File: src/rtl/rx_fifo_irq.sv
module rx_fifo_irq #(
  parameter int DEPTH = 16,
  parameter int DW    = 8,
  parameter int AW    = 8
) (
  input  logic          clk,
  input  logic          rst_n,
  input  logic          byte_vld,
  input  logic [DW-1:0] byte_data,
  input  logic          pkt_end,
  input  logic [AW-1:0] reg_addr,
  input  logic          reg_wr,
  input  logic          reg_rd,
  input  logic [31:0]   reg_wdata,
  output logic [31:0]   reg_rdata,
  output logic          irq
);
  localparam int PW = $clog2(DEPTH);
  localparam int CW = $clog2(DEPTH + 1);
  localparam logic [AW-1:0] OFS_DATA = AW'(8'h20);
  localparam logic [AW-1:0] OFS_EN   = AW'(8'h2C);
  localparam logic [AW-1:0] OFS_STA  = AW'(8'h30);

  logic [DW-1:0] mem [DEPTH];
  logic [PW-1:0] wptr, rptr;
  logic [CW-1:0] cnt;
  logic [PW-1:0] lvl;
  logic en_ov, en_pe, en_av;
  logic fl_ov, fl_pe, fl_av;

  wire empty = (cnt == '0);
  wire full  = (cnt == CW'(DEPTH));
  wire pop   = reg_rd & (reg_addr == OFS_DATA) & ~empty;
  wire push  = byte_vld & ~full;
  wire drop  = byte_vld & full;
  wire sta_wr = reg_wr & (reg_addr == OFS_STA);
  wire [7:0] clr = sta_wr ? reg_wdata[7:0] : 8'h00;
  wire above = cnt > CW'(lvl);

  always_ff @(posedge clk) begin
    if (push) mem[wptr] <= byte_data;
  end

  always_ff @(posedge clk or negedge rst_n) begin
    if (!rst_n) begin
      wptr <= '0;
      rptr <= '0;
      cnt  <= '0;
    end else begin
      if (push) wptr <= (wptr == PW'(DEPTH - 1)) ? '0 : wptr + 1'b1;
      if (pop)  rptr <= (rptr == PW'(DEPTH - 1)) ? '0 : rptr + 1'b1;
      cnt <= cnt + CW'(push) - CW'(pop);
    end
  end

  always_ff @(posedge clk or negedge rst_n) begin
    if (!rst_n) begin
      en_ov <= 1'b0;
      en_pe <= 1'b0;
      en_av <= 1'b0;
      lvl   <= '0;
    end else if (reg_wr && reg_addr == OFS_EN) begin
      en_ov <= reg_wdata[0];
      en_pe <= reg_wdata[1];
      en_av <= reg_wdata[4];
      lvl   <= reg_wdata[8 +: PW];
    end
  end

  always_ff @(posedge clk or negedge rst_n) begin
    if (!rst_n) begin
      fl_ov <= 1'b0;
      fl_pe <= 1'b0;
      fl_av <= 1'b0;
    end else begin
      fl_ov <= drop    | (fl_ov & ~clr[0]);
      fl_pe <= pkt_end | (fl_pe & ~clr[1]);
      fl_av <= above   | (fl_av & ~clr[4]);
    end
  end

  assign irq = (fl_ov & en_ov) | (fl_pe & en_pe) | (fl_av & en_av);

  always_comb begin
    reg_rdata = '0;
    case (reg_addr)
      OFS_DATA: reg_rdata = empty ? 32'h0 : 32'(mem[rptr]);
      OFS_EN:   reg_rdata = 32'({lvl, 3'b000, en_av, 2'b00, en_pe, en_ov});
      OFS_STA:  reg_rdata = 32'({cnt, 3'b000, fl_av, 2'b00, fl_pe, fl_ov});
      default:  reg_rdata = '0;
    endcase
  end


  cnt_bound_chk: assert property (@(posedge clk) disable iff (!rst_n)
    cnt <= CW'(DEPTH));


  drop_full_chk: assert property (@(posedge clk) disable iff (!rst_n)
    (byte_vld && full && !reg_rd) |=> (cnt == CW'(DEPTH)) && fl_ov);


  empty_pop_chk: assert property (@(posedge clk) disable iff (!rst_n)
    (reg_rd && reg_addr == OFS_DATA && empty && !byte_vld) |=> $stable(cnt));


  pe_cause_chk: assert property (@(posedge clk) disable iff (!rst_n)
    $rose(fl_pe) |-> $past(pkt_end));


  av_set_chk: assert property (@(posedge clk) disable iff (!rst_n)
    (cnt > CW'(lvl)) |=> fl_av);


  irq_quiet_chk: assert property (@(posedge clk) disable iff (!rst_n)
    (!en_ov && !en_pe && !en_av) |-> !irq);
endmodule

File: config.mk
export PLATFORM = sky130hd
export DESIGN_NAME = rx_fifo_irq
export DESIGN_NICKNAME = d
export VERILOG_FILES = /design/src/rtl/rx_fifo_irq.sv
export SDC_FILE = /design/constraint.sdc
export NUM_CORES = 1
export LEC_CHECK = 0
export BUFFER_PORTS_ARGS = -buffer_cell sky130_fd_sc_hd__buf_2
export CAP_MARGIN = 20
export CORE_MARGIN = 2
export CORE_UTILIZATION = 35
export CTS_CLUSTER_DIAMETER = 40
export DETAILED_ROUTE_END_ITERATION = 8
export PLACE_DENSITY = 0.63
export SLEW_MARGIN = 5
export SYNTH_ARGS = -nofsm -noshare
export SYNTH_HDL_FRONTEND = slang
export SYNTH_SLANG_ARGS = --single-unit
File: constraint.sdc
create_clock -name clk -period 3.7 [get_ports clk]
set_clock_uncertainty 0.15 [all_clocks]
set_input_delay 0.185 -clock clk [delete_from_list [all_inputs] [get_ports clk]]
set_output_delay 0.185 -clock clk [all_outputs]
set_load 0.02 [all_outputs]
==> impl_metrics.yaml <==
timing:
  rsz0062_at_grt: "no"
  fin_crit_sh_pct: 87.59
  period_needed_ns: 3.241
  setup_viol: 0
  timing_hold_violations_final: 0
  slew_viol_final: 0
  max_freq_ghz: 0.3086
  worst_pin_slew_ns: 0.7738
  slew_headroom_pct: 48.02
  finalSetupTns_ns: 0
clock_tree:
  cts_tree: "done"
  clock_path_buffers: 2
  ctsHoldBuffers: 18
  clock_latency_ns: 0.42
  htreeDepth: 4
  cts_setup_buffers: 0
  cts-root-buf: "clkbuf_16"
  cts.sinks: 151
  clk_pin_slew_worst_paths_ns: 0.06
  numCtsBuffers: 17
  cts_resized: 0
synth:
  ys.flop_type: "edfxtp_1"
  yosysWarnings: 0
  synth.distinct_cells: 41
  synth_edf_count: 128
  synth_most_common_cell: "edfxtp_1"
  synth_top_cell_area_share_pct: 59.29
  synthArstFlopShare_pct: 15.23
  synth_common_cells: "edfxtp_1 (128), mux4_2 (35), dfrtp_1 (23), buf_4 (19), inv_1 (18)"
  synth_top_area_cell: "edfxtp_1"
  synthCells: 378
  yosys-top-cells-area: "edfxtp_1 (59%), mux4_2 (12%), dfrtp_1 (8.9%), ha_1 (2.9%), buf_4 (2.2%)"
  ys_seq_area_share_pct: 68.17
  avgSynthCellArea_um2: 17.15
  syn_area_mm2: 0.006482
  ys_ff_latch: 151
grt:
  globalRouteTotalUtil_pct: 14.43
  antenna_found_initial: 0
  grt_max_degree: 32
  grt_pass1_vias: 3654
  grt_overflow: 0
  grt_pass1_wl_mm: 21.00
die:
  ios: 87
  die_w_um: 140.1
  num_rows: 49
  dieArea_mm2: 0.01963
  start_util_pct: 35.84
  coreArea_mm2: 0.01809
  die_height_um: 140.1
routing:
  dr.pass1.iters: 9
  route.detailed.drc: 13
  routed_wl_mm: 13.25
  wl_per_cell_um: 18.83
  antenna_left: 0
  viasPerCell: 5.031
  vias: 3542
  dr.first_iter.drc_count: 314
critical_path:
  path_max_fanout: 6
  required_ns: 3.90
  cp.arrival_ns: 3.44
  critical_path_class: "reg -> reg"
  start_kind: "register"
  end_kind: "register"
power:
  p_per_area_mw_per_mm2: 569.7
  peakVddDrop_v: 0.0003077
  p_leak_nw: 2.774
layout:
  area.sequential_mm2: 0.004419
  nets: 533
  areaGrowthSynthToFinish_pct: 19.51
  multi_input_area_mm2: 0.001842
  final_cells: 704
  nFillCells: 1584
  antenna-diode-count: 0
  drive_gt1_share_pct: 29.47
worst_hold_path:
  hp-class: "in -> reg"
place:
  dp_cells: 655
  port_buffers: 42
  hpwl_mm: 8.919
  gp_congestion: 0.8283
outcome:
  status: "finished, violations left"
  violations: "DRC"
job:
  drv_cap: 0
## state kept, by name, summed over array words and instances (netlist names)
register,flops
lvl,4
en_pe,1
rptr,4
en_ov,1
wptr,4
cnt,5
fl_pe,1
fl_av,1
en_av,1
fl_ov,1
mem,128
## per-layer routing
layer,vias to the layer above,part of all wire [%],track usage [%]
met5,-,0,0
met4,0,0.91,3.509
met2,126,47,22.92
li1,1596,-,-
met1,1805,45,19.54
met3,15,6.9,4.547
## power breakdown
group / internal [mW] / switching (mW) / leakage [nW] / total [mW]
clock network: 0.912 / 0.651 / 0.241 / 1.56
registers: 2.04 / 0.121 / 1.44 / 2.17
logic: 0.302 / 0.384 / 1.09 / 0.686
## final timing paths
| path | start | end | slack, ns | cells past startpoint |
|---|---|---|---|---|
| setup / recovery | cnt[2]$_DFF_PN0_ | cnt[4]$_DFF_PN0_ | 0.46 | 14 |
| hold / removal | byte_data[6] | mem[13][6]$_DFFE_PP_ | 0.01 | 1 |
| setup reg to reg | cnt[2]$_DFF_PN0_ | cnt[4]$_DFF_PN0_ | 0.46 | 14 |
| hold reg to reg | fl_av$_DFF_PN0_ | fl_av$_DFF_PN0_ | 0.40 | 2 |
| max in group asynchronous | rst_n | rptr[0]$_DFFE_PN0P_ | 2.88 | 2 |
| min in group asynchronous | rst_n | fl_ov$_DFF_PN0_ | 0.14 | 2 |
## through the flow
step | area, um2 | hold slack (ns) | power (mW) | worst slack [ns] | utilization [%]
after floorplan | 6550 | -0.2606 | 2.633 | 0.6111 | -
after global placement | 7029 | 0.04137 | 2.823 | 0.4074 | 38.87
after detailed placement | 7029 | 0.05341 | 2.867 | 0.4129 | 38.87
after CTS | 7747 | 0.0008773 | 4.456 | 0.4521 | 42.84
after global routing | 7747 | 0.01320 | 4.625 | 0.2444 | 42.84
final | 7747 | 0.01433 | 4.414 | 0.4592 | 42.84
## layout make-up
cell class	instances	area share, %
multi-input combinational	189	23.77
tap	229	3.698
sequential	151	57.04
clock buffer	18	5.539
timing repair buffer	85	7.623
clock inverter	13	1.405
inverter	19	0.9205
## cell families after synthesis
group,synth area share (%)
compound gates,4.420
xor+xnor,0.8106
fa+ha+maj,3.204
buf+inv,4.458
flops,68.17
mux,14.15
other cells,0.05785
simple gates,4.729
## worst max-delay path, stage by stage (launching register included)
cell and delay, ns:
dfrtp_1 0.42, inv_1 0.09, ha_1 0.21, nor4b_1 0.14, or4_1 0.46, or2_0 0.35
inv_2 0.12, ha_1 0.13, inv_1 0.04, ha_1 0.20, fa_1 0.42, a21oi_1 0.17
nor2_1 0.05, nor2_1 0.10, xnor2_1 0.12
## layout by cell type (no fill, tap or decap), drive strengths merged, types with 6 or more instances in the layout
cell,synthesis,final
conb,1,19
inv,19,20
mux2,7,7
clkinvlp,0,7
a211oi,10,10
nand2,15,15
mux4,35,35
dfrtp,23,23
edfxtp,128,128
o21ai,7,7
nor2b,8,8
nor3,6,6
buf,28,67
clkbuf,9,18
dlygate4sd3,0,18
ha,15,15
nor2,15,15
Power figures use the tool's default switching activity.
